## src/rtl/qbm_pkg.sv

```systemverilog
package qbm_pkg;

    typedef enum logic [2:0] {
        ST_NONE     = 3'd0,
        ST_OK       = 3'd1,
        ST_BAD_OP   = 3'd2,
        ST_BAD_MCID = 3'd3,
        ST_BAD_EVT  = 3'd4,
        ST_BAD_AT   = 3'd5
    } qbm_status_e;

    typedef enum logic [1:0] {
        EV_NONE   = 2'd0,
        EV_TOTAL  = 2'd1,
        EV_READS  = 2'd2,
        EV_WRITES = 2'd3
    } qbm_evt_e;

    localparam logic [2:0] OP_CFG  = 3'd1;
    localparam logic [2:0] OP_READ = 3'd2;
    localparam logic [1:0] AT_MAX  = 2'd1;

    typedef struct packed {
        logic     load;
        logic     activate;
        qbm_evt_e cls;
        logic     atv;
        logic [1:0] at;
    } qbm_cfg_t;

endpackage

```

## src/rtl/qbm_req_check.sv

```systemverilog
module qbm_req_check
    import qbm_pkg::*;
#(
    parameter int          NUM_MCID = 8,
    parameter int          MCID_W   = 4,
    parameter logic [1:0]  CAP_OP   = 2'b11,
    parameter logic [3:0]  CAP_EVT  = 4'b1111
) (
    input  logic [2:0]        op,
    input  logic [2:0]        evt,
    input  logic [MCID_W-1:0] mcid,
    input  logic              atv,
    input  logic [1:0]        at,
    output qbm_status_e       result,
    output qbm_cfg_t          cfg,
    output logic              is_read
);

    logic op_cfg_ok;
    logic op_rd_ok;
    logic evt_ok;
    logic mcid_bad;

    always_comb begin
        op_cfg_ok = (op == OP_CFG)  && CAP_OP[0];
        op_rd_ok  = (op == OP_READ) && CAP_OP[1];
        evt_ok    = (evt[2] == 1'b0) && CAP_EVT[evt[1:0]];
        mcid_bad  = (int'(mcid) >= NUM_MCID);
    end

    always_comb begin
        result  = ST_OK;
        cfg     = '0;
        is_read = 1'b0;
        if (mcid_bad) begin
            result = ST_BAD_MCID;
        end else if (!(op_cfg_ok || op_rd_ok)) begin
            result = ST_BAD_OP;
        end else if (op_rd_ok) begin
            is_read = 1'b1;
        end else if (!evt_ok) begin
            result = ST_BAD_EVT;
        end else if (evt[1:0] == EV_NONE) begin
            cfg.load     = 1'b1;
            cfg.activate = 1'b0;
        end else if (atv && (at > AT_MAX)) begin
            result = ST_BAD_AT;
        end else begin
            cfg.load     = 1'b1;
            cfg.activate = 1'b1;
            cfg.cls      = qbm_evt_e'(evt[1:0]);
            cfg.atv      = atv;
            cfg.at       = at;
        end
    end

endmodule

```

## src/rtl/qbm_counter_bank.sv

```systemverilog
module qbm_counter_bank
    import qbm_pkg::*;
#(
    parameter int NUM_MCID = 8,
    parameter int MCID_W   = 4,
    parameter int CNT_W    = 12,
    parameter int BYTES_W  = 8
) (
    input  logic               clk,
    input  logic               rst_n,
    input  logic               cfg_we,
    input  logic [MCID_W-1:0]  cfg_idx,
    input  qbm_cfg_t           cfg,
    input  logic               tr_valid,
    input  logic [BYTES_W-1:0] tr_bytes,
    input  logic               tr_write,
    input  logic [MCID_W-1:0]  tr_mcid,
    input  logic [1:0]         tr_at,
    input  logic [MCID_W-1:0]  rd_idx,
    output logic [CNT_W-1:0]   rd_val,
    output logic               rd_inv
);

    localparam int PAD_W = CNT_W + 1 - BYTES_W;

    logic [CNT_W-1:0] val_a [NUM_MCID];
    logic             inv_a [NUM_MCID];

    for (genvar i = 0; i < NUM_MCID; i++) begin : g_ctr
        logic             act_q;
        logic             inv_q;
        logic             atv_q;
        qbm_evt_e         cls_q;
        logic [1:0]       at_q;
        logic [CNT_W-1:0] val_q;
        logic             cls_hit;
        logic             hit;
        logic             cfg_hit;
        logic [CNT_W:0]   sum;

        always_comb begin
            unique case (cls_q)
                EV_TOTAL:  cls_hit = 1'b1;
                EV_READS:  cls_hit = !tr_write;
                EV_WRITES: cls_hit = tr_write;
                default:   cls_hit = 1'b0;
            endcase
            hit = tr_valid && act_q && cls_hit
                  && (tr_mcid == MCID_W'(i))
                  && (!atv_q || (tr_at == at_q));
            sum     = {1'b0, val_q} + {{PAD_W{1'b0}}, tr_bytes};
            cfg_hit = cfg_we && (cfg_idx == MCID_W'(i));
        end

        always_ff @(posedge clk or negedge rst_n) begin
            if (!rst_n) begin
                act_q <= 1'b0;
                inv_q <= 1'b0;
                atv_q <= 1'b0;
                cls_q <= EV_NONE;
                at_q  <= '0;
                val_q <= '0;
            end else if (cfg_hit) begin
                act_q <= cfg.activate;
                if (cfg.activate) begin
                    inv_q <= 1'b1;
                    val_q <= '0;
                    cls_q <= cfg.cls;
                    atv_q <= cfg.atv;
                    at_q  <= cfg.at;
                end
            end else if (hit) begin
                inv_q <= 1'b0;
                val_q <= sum[CNT_W] ? {CNT_W{1'b1}} : sum[CNT_W-1:0];
            end
        end

        assign val_a[i] = val_q;
        assign inv_a[i] = inv_q;
    end

    always_comb begin
        rd_val = '0;
        rd_inv = 1'b0;
        for (int i = 0; i < NUM_MCID; i++) begin
            if (rd_idx == MCID_W'(i)) begin
                rd_val = val_a[i];
                rd_inv = inv_a[i];
            end
        end
    end

endmodule

```

## src/rtl/qos_bw_monitor.sv

```systemverilog
module qos_bw_monitor
    import qbm_pkg::*;
#(
    parameter int         NUM_MCID = 8,
    parameter int         MCID_W   = 4,
    parameter int         CNT_W    = 12,
    parameter int         BYTES_W  = 8,
    parameter logic [1:0] CAP_OP   = 2'b11,
    parameter logic [3:0] CAP_EVT  = 4'b1111
) (
    input  logic               clk,
    input  logic               rst_n,
    input  logic               req_valid,
    input  logic [2:0]         req_op,
    input  logic [2:0]         req_evt,
    input  logic [MCID_W-1:0]  req_mcid,
    input  logic               req_atv,
    input  logic [1:0]         req_at,
    input  logic               tr_valid,
    input  logic [BYTES_W-1:0] tr_bytes,
    input  logic               tr_write,
    input  logic [MCID_W-1:0]  tr_mcid,
    input  logic [1:0]         tr_at,
    output logic               busy,
    output logic [2:0]         status,
    output logic [CNT_W-1:0]   cnt_val,
    output logic               cnt_invalid
);

    typedef enum logic {S_IDLE, S_EXEC} state_e;

    state_e            state_q, state_d;
    logic [2:0]        op_q, evt_q;
    logic [MCID_W-1:0] mcid_q;
    logic              atv_q;
    logic [1:0]        at_q;

    qbm_status_e       chk_result;
    qbm_cfg_t          chk_cfg;
    logic              chk_read;
    logic              cfg_we;
    logic [CNT_W-1:0]  bank_val;
    logic              bank_inv;

    qbm_status_e       status_q;
    logic [CNT_W-1:0]  rval_q;
    logic              rinv_q;

    always_comb begin
        state_d = state_q;
        unique case (state_q)
            S_IDLE: if (req_valid) state_d = S_EXEC;
            S_EXEC: state_d = S_IDLE;
        endcase
    end

    always_ff @(posedge clk or negedge rst_n) begin
        if (!rst_n) state_q <= S_IDLE;
        else        state_q <= state_d;
    end

    always_ff @(posedge clk or negedge rst_n) begin
        if (!rst_n) begin
            op_q   <= '0;
            evt_q  <= '0;
            mcid_q <= '0;
            atv_q  <= 1'b0;
            at_q   <= '0;
        end else if (state_q == S_IDLE && req_valid) begin
            op_q   <= req_op;
            evt_q  <= req_evt;
            mcid_q <= req_mcid;
            atv_q  <= req_atv;
            at_q   <= req_at;
        end
    end

    qbm_req_check #(
        .NUM_MCID (NUM_MCID),
        .MCID_W   (MCID_W),
        .CAP_OP   (CAP_OP),
        .CAP_EVT  (CAP_EVT)
    ) u_check (
        .op      (op_q),
        .evt     (evt_q),
        .mcid    (mcid_q),
        .atv     (atv_q),
        .at      (at_q),
        .result  (chk_result),
        .cfg     (chk_cfg),
        .is_read (chk_read)
    );

    assign cfg_we = (state_q == S_EXEC) && chk_cfg.load;

    qbm_counter_bank #(
        .NUM_MCID (NUM_MCID),
        .MCID_W   (MCID_W),
        .CNT_W    (CNT_W),
        .BYTES_W  (BYTES_W)
    ) u_bank (
        .clk      (clk),
        .rst_n    (rst_n),
        .cfg_we   (cfg_we),
        .cfg_idx  (mcid_q),
        .cfg      (chk_cfg),
        .tr_valid (tr_valid),
        .tr_bytes (tr_bytes),
        .tr_write (tr_write),
        .tr_mcid  (tr_mcid),
        .tr_at    (tr_at),
        .rd_idx   (mcid_q),
        .rd_val   (bank_val),
        .rd_inv   (bank_inv)
    );

    always_ff @(posedge clk or negedge rst_n) begin
        if (!rst_n) begin
            status_q <= ST_NONE;
            rval_q   <= '0;
            rinv_q   <= 1'b0;
        end else if (state_q == S_EXEC) begin
            status_q <= chk_result;
            if (chk_read) begin
                rval_q <= bank_val;
                rinv_q <= bank_inv;
            end
        end
    end

    assign busy        = (state_q == S_EXEC);
    assign status      = status_q;
    assign cnt_val     = rval_q;
    assign cnt_invalid = rinv_q;

endmodule

```

## config.mk

```make
export PLATFORM = sky130hd
export DESIGN_NAME = qos_bw_monitor
export DESIGN_NICKNAME = d
export VERILOG_FILES = /design/src/rtl/qbm_pkg.sv /design/src/rtl/qbm_req_check.sv /design/src/rtl/qbm_counter_bank.sv /design/src/rtl/qos_bw_monitor.sv
export SDC_FILE = /design/constraint.sdc
export NUM_CORES = 1
export LEC_CHECK = 0
export ABC_AREA = 1
export BUFFER_PORTS_ARGS = -buffer_cell sky130_fd_sc_hd__buf_2
export CAP_MARGIN = 15
export CORE_MARGIN = 1.5
export CORE_UTILIZATION = 35
export DETAILED_ROUTE_END_ITERATION = 6
export GPL_ROUTABILITY_DRIVEN = 0
export PLACE_DENSITY_LB_ADDON = 0.05
export REMOVE_ABC_BUFFERS = 1
export SETUP_SLACK_MARGIN = 0.5
export SLEW_MARGIN = 20
export SYNTH_ARGS = -nofsm -noshare
export SYNTH_HDL_FRONTEND = slang
export SYNTH_SLANG_ARGS = --single-unit
```

## constraint.sdc

```tcl
create_clock -name clk -period 3.4 [get_ports clk]
set_input_delay 0.17 -clock clk [delete_from_list [all_inputs] [get_ports clk]]
set_output_delay 0.17 -clock clk [all_outputs]
set_load 0.005 [all_outputs]
```

# Yosys cells after proc, flatten, opt, wreduce, memory -nomap -nowiden
# Cells that the tools add are included.
# totals
out_inout_bits,17
inputBits,32
reg_bits,182
elab_cells,302
# op_classes
mux,86
bitwise_logic,2
n_reduce_logical,90
order_cmp,3
n_addsub,8
n_eq_ne,56
# ops
cell,n
2-to-1 mux 12 bit,33
adder 12 x 8 -> 13 bit,8
logical AND 1 bit,44
2-to-1 mux 7 bit,5
AND reduction 2 bit,17
== test 2 bit (second input constant),16
== test 4 x 3 -> 1 bit (second input constant),8
2-to-1 mux 1 bit,30
one-hot mux 1 bit (3 select lines),8
2-to-1 mux 3 bit,6
== test 2 x 1 -> 1 bit (second input constant),8
== test 2 bit,8
== test 4 x 2 -> 1 bit (second input constant),4
inequality test 2 x 1 -> 1 bit (second input constant),8
nonzero test 2 bit,8
zero test 1 bit,9
logical OR 1 bit,9
== test 4 x 1 -> 1 bit (second input constant),2
zero test 4 bit,2
2-to-1 mux 5 bit,1
>= comparator 4 bit (second input constant),1
== test 3 x 1 -> 1 bit (second input constant),1
== test 3 x 2 -> 1 bit (second input constant),1
< comparator 2 x 3 -> 1 bit (second input constant),1
6 further kinds,7

# Depth between registers and ports, before layout
# Gate-level depths: netlist of run 1.
# depth
word_depth,12
depth_mapped,13
mapped_depth_nobuf,13

# Modules after synthesis
# A second synthesis of run 1 with hierarchy kept.
# hier_totals
cells_unflattened,2019
hier_area_um2,13244.0
# by_module_without_submodules
mod,cells_each,n_inst,seq_area_each_um2,area_each_um2
qbm_counter_bank,1854,1,3803.6,11863.9
qos_bw_monitor,130,1,750.7,1208.7
qbm_req_check,35,1,0.0,171.4

# Worst setup path after synthesis of run 1
# Ideal clock, no wire load.
# synth_path
kind,reg2reg
startpoint,register u_bank.g_ctr[5].val_q[0]
endpoint,register u_bank.g_ctr[5].val_q[4]
setup_ps,123
period_less_slack_ps,1961
path_buffers,0
slack_ps,1439
path_stages_with_launch,11
required_time_ps,3277
t_arrival_ps,1838
path_cell_list,dfrtp_1 > ha_1 > fa_1 > nand3_1 > nand3_1 > nand2_1 > nand2_1 > nand3b_1 > inv_1 > o21ai_0 > nand2_1
# synth_between
elab_chain_cells,4
# synth_lines
item,line_no,rtl
from (decl),qbm_counter_bank.sv:35,logic [CNT_W-1:0] val_q;
from (signal assigned),qbm_counter_bank.sv:74,val_q <= sum[CNT_W] ? {CNT_W{1'b1}} : sum[CNT_W-1:0];
adder 12 x 8 -> 13 bit,qbm_counter_bank.sv:51,"sum = {1'b0, val_q} + {{PAD_W{1'b0}}, tr_bytes};"
2-to-1 mux 12 bit,qbm_counter_bank.sv:74,
2-to-1 mux 12 bit,qbm_counter_bank.sv:72,end else if (hit) begin
2-to-1 mux 12 bit,qbm_counter_bank.sv:63,end else if (cfg_hit) begin
# Every way passes these cells. The select of a mux whose other input is x is not followed.
# A chain may end at the register's enable or synchronous reset.

# Final worst setup path of run 1
# layout_path
startpoint,register u_bank.g_ctr[3].val_q[0]
endpoint,register u_bank.g_ctr[3].val_q[2]
# layout_between
elab_chain_cells,4
# layout_lines
item,line_no
from (decl),qbm_counter_bank.sv:35
from (signal assigned),qbm_counter_bank.sv:74
adder 12 x 8 -> 13 bit,qbm_counter_bank.sv:51
2-to-1 mux 12 bit,qbm_counter_bank.sv:74
2-to-1 mux 12 bit,qbm_counter_bank.sv:72
2-to-1 mux 12 bit,qbm_counter_bank.sv:63
# Every way passes these cells. The select of a mux whose other input is x is not followed.

==> flow_metrics.py, run 1 <==
metrics = {
    "synthesis": {
        "ys.flop_type": "dfrtp_1",
        "synth_cells": 1908,
        "synth_seq_cells": 182,
        "yosysTopAreaCell": "dfrtp_1",
        "synth.avg_cell_area_um2": 6.67,
        "synth_top_area_frac": 0.358,
        "synth_most_common_cell": "nand2_1",
        "synth.distinct_cells": 35,
        "async_flop_share": 1.00,
        "synth_edf_count": 0,
        "ys_top_cells_by_area": "dfrtp_1 (36%), nand2_1 (24%), nand3_1 (6.8%)",
        "synthesis.area_mm2": 0.0127,
        "yosysWarnings": 0,
        "synth-seq-area-share": 0.358,
        "yosys-top-cells-count": "nand2_1 (798), inv_1 (201), dfrtp_1 (182), nand3_1 (173), nor2_1 (135)",
    },
    "power_and_ir_drop": {
        "power_density_mw_per_mm2": 359,
        "switching_share": 0.266,
        "p_leak_nw": 7.70,
        "combPwrFrac": 0.112,
        "ir_drop_v": 0.000339,
        "p_total_mw": 5.11,
        "pwr-share-clk": 0.445,
        "power_switching_mw": 1.36,
        "p_int_mw": 3.75,
        "sequentialPowerShare": 0.444,
    },
    "setup_path": {
        "r2r-end": "u_bank.g_ctr[3].val_q[2]",
        "worstPathRequired_ns": 3.73,
        "endpoint_kind": "flop",
        "criticalPathCategory": "reg -> reg",
        "r2r_cells": 12,
        "setup.worst_path.start_class": "flop",
        "crit_arrival_ns": 2.67,
        "r2r_setup_slack_ns": 1.06,
        "cp_max_fo": 8,
        "timing.rr.start": "u_bank.g_ctr[3].val_q[0]",
    },
    "final_layout": {
        "area_growth_pct": 11.8,
        "layout.nets": 2059,
        "num_antenna_cells": 0,
        "multiInputGateArea_mm2": 0.00713,
        "final-seq-area_mm2": 0.00455,
        "final_cells": 2429,
        "fillers": 3862,
        "final_layout_size_suffix_gt1_frac": 0.0676,
    },
    "clock_tree": {
        "numCtsBuffers": 17,
        "cts.clk_slew.worst_paths_ns": 0.07,
        "clock_path_buffers": 2,
        "clock-sinks": 182,
        "clock_latency_ns": 0.45,
        "cts_tree": "yes",
        "root_buffer": "clkbuf_16",
        "htreeDepth": 4,
    },
    "timing": {
        "hold_viol_final": 0,
        "fin_crit_ns": 2.34,
        "fin_crit_sh": 0.688,
        "slew_headroom": 0.383,
        "worstMarginPinSlew_ns": 0.925,
        "tns_ns": 0,
        "fin_skew_ns": 0.00978,
        "max_clock_freq_mhz": 428,
        "fin_ws_ns": 1.06,
        "slew_violations": 0,
        "finalSetupViolations": 0,
        "rsz0062_at_grt": "no",
    },
    "grt": {
        "grt_pass1_wl_mm": 62.5,
        "grt-ovfl-total": 0,
        "grt_pass1_vias": 11100,
        "antenna_found_initial": 0,
        "grt_max_degree": 95,
        "gr-usage-all-layers": 0.215,
    },
    "drt": {
        "remaining_drc_errors": 2,
        "drt_wl_total_mm": 38.9,
        "vias_per_cell": 4.82,
        "ant_nets": 0,
        "drtIter0Drc": 591,
        "wl_per_cell_um": 16.0,
        "first_pass_iters": 7,
        "dr_total_vias": 11714,
    },
    "floorplan": {
        "dieArea_mm2": 0.0375,
        "die_w_um": 194,
        "start_util": 0.357,
        "ios": 49,
        "die_h_um": 194,
        "coreArea_mm2": 0.0357,
        "fp-row-count": 69,
    },
    "flow_run": {
        "maxCapViolations": 0,
    },
    "placed_design": {
        "dp.cells": 2383,
        "portBuffers": 48,
        "post-place-ws_ns": 0.991,
        "dp_hpwl_mm": 29.1,
    },
    "outcome": {
        "status": "complete, but fails checks",
        "violations": "design-rule violations",
    },
    "worst_hold_path": {
        "holdPathEnd": "evt_q[1]",
        "whs_path_depth": 4,
        "min_path_type": "in -> reg",
        "min-delay-start": "req_valid",
    },
}
what timing repair did:
item	in CTS	in global routing
setup buffers	0	0
hold buffers	14	0
resized for setup	0	0
hold endpoints to repair	104	0
endpoints found under the setup margin	0	0
placed cells by master (no fill, tap or decap), types with 8 or more instances in the layout:
master and n:
a21boi_0 8, a21oi_1 58, buf_2 47, buf_4 12
clkbuf_16 17, dfrtp_1 182, dlygate4sd3_1 14, fa_1 8
ha_1 64, inv_1 201, inv_2 13, nand2_1 798
nand3_1 173, nand4_1 28, nor2_1 135, nor2_2 10
o211ai_1 11, o21ai_0 67, o21ai_1 19, xnor2_1 33
xor2_1 9
critical path, cell delays in order, from the launching register on:
cell,delay (ns)
dfrtp_1,0.39
ha_1,0.24
fa_1,0.43
nand2_1,0.08
inv_1,0.06
nand2_1,0.05
nand2_1,0.09
nand2_1,0.07
nand2_1,0.21
nand2_1,0.31
o21ai_0,0.14
nand2_1,0.07
o21ai_0,0.08
layer usage:
metal / part of all wire / vias to the layer above / GRT usage
met1: 0.50 / 5368 / 0.308
met4: 0.011 / 0 / 0.0440
li1: - / 6127 / -
met2: 0.45 / 197 / 0.343
met5: 0 / - / 0
met3: 0.035 / 22 / 0.0315
stage by stage:
| step | hold WS, ns | util | instance area (um^2) |
|---|---|---|---|
| after detailed placement | 0.310 | 0.377 | 13400 |
| final | 0.135 | 0.399 | 14200 |
| after global placement | 0.342 | 0.377 | 13400 |
| after global routing | 0.181 | 0.399 | 14200 |
| after floorplan | -0.126 | - | 12500 |
| after CTS | 0.129 | 0.399 | 14200 |
power groups by stage:
stage	clock network [mW]	logic (mW)	registers [mW]
finish	2.27	0.571	2.27
detailed placement	0	0.567	2.31
global placement	0	0.569	2.31
floorplan	0	0.302	2.30
global route	2.42	0.646	2.27
CTS	2.34	0.581	2.27
flip-flops by register name, summed over array words and instances (netlist names), 2 cells and up:
register and flops:
u_bank.g_ctr.val_q 96, u_bank.g_ctr.at_q 16, u_bank.g_ctr.cls_q 16, cnt_val 12
u_bank.g_ctr.act_q 8, u_bank.g_ctr.atv_q 8, u_bank.g_ctr.inv_q 8, mcid_q 4
evt_q 3, op_q 3, status 3, at_q 2
cell type report:
cell class	instances	share of cell area
Clock buffer	21	0.0324
Inverter	215	0.0567
Tap cell	461	0.0405
Clock inverter	11	0.0138
Timing Repair Buffer	75	0.0351
Multi-Input combinational cell	1464	0.501
Sequential cell	182	0.320
logic make-up (layout without fill, tap and decap cells):
kind of cell,after synthesis,in the layout,share of synthesized area
AOI/OAI and AO/OA,176,176,0.0753
DFF,182,182,0.358
xor gates and xnor gates,42,42,0.0289
adders and majority gates,72,72,0.0755
buffers and inverters,262,322,0.0818
and+or+nand+nor,1174,1174,0.381
worst max path at each step:
stage	end	start	slack [ns]	cells past startpoint
finish	u_bank.g_ctr[3].val_q[2]	u_bank.g_ctr[3].val_q[0]	1.06	12
global route	u_bank.g_ctr[5].val_q[1]	u_bank.g_ctr[5].val_q[0]	0.82	10
CTS	u_bank.g_ctr[3].val_q[6]	mcid_q[3]	1.06	9
detailed placement	u_bank.g_ctr[5].val_q[0]	tr_bytes[0]	0.99	11
global placement	u_bank.g_ctr[3].val_q[7]	tr_bytes[0]	0.97	13
floorplan	u_bank.g_ctr[3].val_q[7]	mcid_q[3]	0.99	8
Power figures use the tool's default switching activity.
==> run 2: changes to the inputs <==
==> constraint.sdc (replaced) <==
create_clock -name clk -period 1.9 [get_ports clk]
set_input_delay 0.095 -clock clk [delete_from_list [all_inputs] [get_ports clk]]
set_output_delay 0.095 -clock clk [all_outputs]
set_load 0.005 [all_outputs]
==> flow_metrics.py, run 2 (synthesis gave the netlist of run 1 again) <==
metrics = {
    "final_layout": {
        "final_layout_size_suffix_gt1_frac": 0.373,
        "final_cell_mix": "nand2_1 (591), inv_1 (191), dfrtp_1 (178), nand2_2 (135), buf_4 (118)",
        "largest_reg_flops": 96,
        "final_common_cell": "nand2_1",
        "top_register": "u_bank.g_ctr.val_q",
        "reg_top3": "u_bank.g_ctr.val_q x96, u_bank.g_ctr.at_q x16, u_bank.g_ctr.cls_q x16",
        "num_antenna_cells": 0,
        "layout.nets": 2273,
        "area_growth_pct": 51.6,
        "final_core_utilization": 0.541,
        "final_cells": 2643,
    },
    "clock_tree": {
        "cts.clk_slew.worst_paths_ns": 0.08,
        "htreeDepth": 4,
        "cts_tree": "yes",
        "root_buffer": "clkbuf_16",
        "clock_path_buffers": 2,
        "clock-sinks": 182,
        "clock_latency_ns": 0.46,
        "numCtsBuffers": 17,
    },
    "grt": {
        "grt-ovfl-total": 0,
        "antenna_found_initial": 0,
        "grt_max_degree": 61,
        "met1_usage": 0.326,
        "busiest_layer": "met2",
        "grt_use_met3": 0.0296,
        "grt_pass1_wl_mm": 69.1,
        "grt_pass1_vias": 12550,
        "gr-usage-all-layers": 0.235,
        "grt_use_met2": 0.378,
    },
    "drt": {
        "ant_nets": 0,
        "drt_wl_total_mm": 44.0,
        "first_pass_iters": 7,
        "vias_per_cell": 4.91,
        "drtIter0Drc": 673,
        "wl_per_cell_um": 16.6,
        "dr_total_vias": 12975,
        "remaining_drc_errors": 2,
    },
    "floorplan": {
        "die_w_um": 194,
        "start_util": 0.357,
        "dieArea_mm2": 0.0375,
        "fp-row-count": 69,
        "ios": 49,
        "coreArea_mm2": 0.0357,
        "die_h_um": 194,
    },
    "power_and_ir_drop": {
        "sequentialPowerShare": 0.422,
        "power_switching_mw": 2.86,
        "combPwrFrac": 0.184,
        "pwr-share-clk": 0.393,
        "power_density_mw_per_mm2": 500,
        "p_leak_nw": 9.90,
        "ir_drop_v": 0.000640,
        "p_int_mw": 6.79,
        "switching_share": 0.296,
    },
    "setup_path": {
        "cpMostUsedCell": "nand3_2",
        "criticalPathCategory": "reg -> reg",
        "path_cells": "ha_4 > fa_2 > nand3_2 > nand3_2 > nand2_2 > nand2_2 > nand3b_1 > buf_4 > nand3_2 > nand2_1 > nand2_1",
        "cp_max_fo": 4,
        "cp_slowest_stage_delay_ns": 0.42,
        "critical_path.top_delay_family": "simple AND/OR/NAND/NOR gates",
        "endpoint_kind": "flop",
        "crit_buf_inv": 1,
        "crit_arrival_ns": 2.25,
        "worstPathRequired_ns": 2.25,
        "setup.worst_path.start_class": "flop",
        "slowest_stage": "dfrtp_1",
    },
    "timing": {
        "slew_headroom": 0.544,
        "slew_violations": 0,
        "finalSetupViolations": 0,
        "fin_skew_ns": 0.0133,
        "fin_crit_sh": 0.998,
        "fin_crit_ns": 1.90,
        "whs_ns": -0.00486,
        "fin_ws_ns": 0.00314,
        "worstMarginPinSlew_ns": 0.679,
        "rsz0062_at_grt": "yes",
        "hold_viol_final": 1,
        "max_clock_freq_mhz": 527,
    },
    "outcome": {
        "status": "complete, but fails checks",
        "violations": "design-rule violations, negative hold slack",
    },
    "worst_hold_path": {
        "min_path_type": "in -> reg",
    },
    "placed_design": {
        "portBuffers": 48,
        "dp.cells": 2491,
        "post-place-ws_ns": -0.253,
        "dp_hpwl_mm": 29.7,
    },
    "flow_run": {
        "maxCapViolations": 0,
    },
}
run 2: cell count changes in the layout (fill, tap and decap cells not counted), moves of 52 or more:
cell	before	now
nand2_1	798	591
nand2_2	6	135
buf_4	12	118
nand3_1	173	95
nand2_4	1	65
buf_6	0	57
nand3_2	4	57
o21ai_0	67	15
run 2: final timing paths:
kind	start	end	slack, ns	cells after the start
worst max-delay path	u_bank.g_ctr[5].val_q[0]	u_bank.g_ctr[5].val_q[6]	0.003	11
worst min-delay path	req_valid	evt_q[1]	-0.005	4
worst max register to register	u_bank.g_ctr[5].val_q[0]	u_bank.g_ctr[5].val_q[6]	0.003	11
worst min register to register	cnt_invalid	cnt_invalid	0.47	2
max in group asynchronous	rst_n	mcid_q[0]	1.13	3
min in group asynchronous	rst_n	u_bank.g_ctr[2].val_q[2]	0.12	2
run 2: per-layer routing:
layer  wire length [um]  vias to the layer above
li1                   -                     6589
met1              21000                     6141
met2              20600                      195
met3               1360                       50
met4               1060                        0
met5                  0                        -
run 2: worst min-delay path, delay by kind of cell:
family,cells,cell delay [ns]
buf+inv,1,0.09
simple gates,3,0.23
run 2: what timing repair did:
action	4_1_cts	5_1_grt
hold buffers	14	0
cloned	17	2
pin swaps	147	130
resized for setup	449	383
setup endpoints to repair	165	171
hold endpoints to repair	195	0
buffers inserted	62	25
run 2: power by group through the flow:
| stage | clock network, mW | logic, mW | registers [mW] |
|---|---|---|---|
| 3_3_place_gp | 0 | 1.14 | 4.13 |
| 6_report | 3.80 | 1.78 | 4.08 |
| 4_1_cts | 3.91 | 1.60 | 4.07 |
| 5_1_grt | 4.04 | 1.94 | 4.09 |
| 3_5_place_dp | 0 | 1.14 | 4.13 |
| 2_1_floorplan | 0 | 0.540 | 4.11 |
run 2: stage by stage:
stage | hold WS, ns | cell area, um^2 | setup TNS, ns | power (mW)
after floorplan | -0.201 | 12500 | -11.45 | 4.65
after global placement | 0.0335 | 14400 | -3.02 | 5.27
after CTS | 0.0686 | 17500 | 0 | 9.58
after global routing | 0.0191 | 19300 | -0.947 | 10.1
final | -0.00486 | 19300 | 0 | 9.65
after detailed placement | 0.0304 | 14400 | -3.92 | 5.27
run 2: final cells by class:
type                            count  area (um^2)
Timing Repair Buffer              282         2820
Fill cell                        3375        16400
Tap cell                          461          577
Timing Repair inverter              5         48.8
Clock inverter                     13          145
Sequential cell                   182         4560
Inverter                          215          882
Multi-Input combinational cell   1466         9820
Clock buffer                       19          453
==> run 3: changes to the inputs <==
==> constraint.sdc (replaced) <==
create_clock -name clk -period 1.9 [get_ports clk]
set_input_delay 0.19 -clock clk [delete_from_list [all_inputs] [get_ports clk]]
set_output_delay 0.19 -clock clk [all_outputs]
set_load 0.005 [all_outputs]
==> flow_metrics.py, run 3 (synthesis gave the netlist of run 1 again) <==
metrics = {
    "grt": {
        "gr-usage-all-layers": 0.237,
        "grt_pass1_vias": 12637,
        "grt_max_degree": 47,
        "grt_pass1_wl_mm": 69.5,
        "grt-ovfl-total": 0,
        "antenna_found_initial": 0,
    },
    "clock_tree": {
        "clock_path_buffers": 2,
        "cts_tree": "yes",
        "root_buffer": "clkbuf_16",
        "numCtsBuffers": 17,
        "htreeDepth": 4,
        "clock_latency_ns": 0.46,
        "cts.clk_slew.worst_paths_ns": 0.07,
        "clock-sinks": 182,
    },
    "timing": {
        "slew_violations": 0,
        "max_clock_freq_mhz": 539,
        "fin_crit_sh": 0.977,
        "fin_crit_ns": 1.86,
        "rsz0062_at_grt": "yes",
        "slew_headroom": 0.589,
        "worstMarginPinSlew_ns": 0.617,
        "finalSetupViolations": 0,
        "fin_skew_ns": 0.0144,
        "hold_viol_final": 0,
    },
    "setup_path": {
        "worstPathRequired_ns": 2.24,
        "crit_arrival_ns": 2.19,
        "crit_buf_inv": 3,
        "path_cells": "inv_2 > nand3_4 > buf_6 > nor2_4 > nand2_8 > nor2_4 > nand2_4 > o21ai_4 > buf_12 > o21ai_0",
        "cp_slowest_stage_delay_ns": 0.39,
        "cpMostUsedCell": "nor2_4",
        "criticalPathCategory": "reg -> reg",
        "slowest_stage": "dfrtp_1",
        "cp_max_fo": 8,
        "setup.worst_path.start_class": "flop",
        "endpoint_kind": "flop",
        "critical_path.top_delay_family": "simple AND/OR/NAND/NOR gates",
    },
    "final_layout": {
        "reg_top3": "u_bank.g_ctr.val_q x96, u_bank.g_ctr.at_q x16, u_bank.g_ctr.cls_q x16",
        "num_antenna_cells": 0,
        "final-seq-area_mm2": 0.00456,
        "largest_reg_flops": 96,
        "final_layout_size_suffix_gt1_frac": 0.357,
        "final_cell_mix": "nand2_1 (618), inv_1 (193), dfrtp_1 (178), buf_4 (157), nand2_2 (132)",
        "final_common_cell": "nand2_1",
        "final_area_mm2": 0.0190,
        "final_core_utilization": 0.534,
        "multiInputGateArea_mm2": 0.00937,
        "layout.nets": 2311,
        "area_growth_pct": 49.6,
        "fillers": 3519,
        "top_register": "u_bank.g_ctr.val_q",
    },
    "flow_run": {
        "maxCapViolations": 0,
    },
    "drt": {
        "first_pass_iters": 7,
        "vias_per_cell": 4.93,
        "drt_wl_total_mm": 45.0,
        "drtIter0Drc": 762,
        "dr_total_vias": 13220,
        "ant_nets": 0,
        "wl_per_cell_um": 16.8,
        "remaining_drc_errors": 2,
    },
    "floorplan": {
        "dieArea_mm2": 0.0375,
        "start_util": 0.357,
        "ios": 49,
        "coreArea_mm2": 0.0357,
        "fp-row-count": 69,
        "die_h_um": 194,
        "die_w_um": 194,
    },
    "power_and_ir_drop": {
        "p_total_mw": 9.51,
        "ir_drop_v": 0.000629,
        "power_density_mw_per_mm2": 499,
        "p_leak_nw": 9.96,
    },
    "outcome": {
        "status": "complete, but fails checks",
        "violations": "design-rule violations",
    },
    "placed_design": {
        "dp_hpwl_mm": 30.3,
        "place_area_mm2": 0.0147,
        "portBuffers": 48,
    },
    "worst_hold_path": {
        "min_path_type": "in -> reg",
    },
}
## run 3: changes by cell type in the layout (fill, tap and decap cells not counted), sizes merged
| cell | delta |
|---|---|
| clkinvlp | -3 |
| clkinv | +1 |
| clkbuf | +3 |
| nor2 | +1 |
| inv | -2 |
| buf | +39 |
| bufinv | -1 |
## run 3: layer usage
layer / part of all wire / GRT usage
met1: 0.47 / 0.332
met2: 0.47 / 0.386
met3: 0.038 / 0.0290
met4: 0.019 / 0.0621
met5: 0 / 0
## run 3: area by class of cell
class / count / share of cell area
Clock buffer: 20 / 0.0235
Clock inverter: 12 / 0.00624
Inverter: 215 / 0.0465
Multi-Input combinational cell: 1467 / 0.492
Sequential cell: 182 / 0.239
Tap cell: 461 / 0.0303
Timing Repair Buffer: 323 / 0.161
Timing Repair inverter: 1 / 0.000854
## run 3: power by group
part	switching [mW]	internal (mW)
Combinational	1.03	0.802
Clock	1.74	1.87
Sequential	0.0960	3.97
Total	2.87	6.64
## run 3: worst paths after layout
check,to,start,cells past startpoint,slack [ns]
setup / recovery,u_bank.g_ctr[7].val_q[5],op_q[2],10,0.04
hold / removal,mcid_q[0],req_valid,4,0.10
setup reg to reg,u_bank.g_ctr[7].val_q[5],op_q[2],10,0.04
hold reg to reg,cnt_val[7],cnt_val[7],2,0.47
max in group asynchronous,cnt_val[11],rst_n,3,1.10
min in group asynchronous,u_bank.g_ctr[1].val_q[9],rst_n,2,0.21
## run 3: tightest hold or removal path: stages
cell	delay [ns]
buf_2	0.08
nand2_2	0.11
nand2_1	0.09
nand2_1	0.05
## run 3: what timing repair did
action,4_1_cts,5_1_grt
pin swaps,159,120
gates cloned,14,7
hold buffers,14,0
endpoints found under the setup margin,165,175
resized for setup,428,312
endpoints found under the hold margin,66,0
buffers inserted,56,30
## run 3: metrics by stage
step / hold slack [ns] / TNS [ns] / setup WS, ns / cells
after floorplan: -0.106 / -11.45 / -0.512 / 1861
after global placement: 0.137 / -11.84 / -0.269 / 2528
after detailed placement: 0.140 / -13.67 / -0.322 / 2528
after CTS: 0.148 / 0 / 0.0633 / 2644
after global routing: 0.0971 / -1.11 / -0.117 / 2681
final: 0.103 / 0 / 0.0444 / 2681
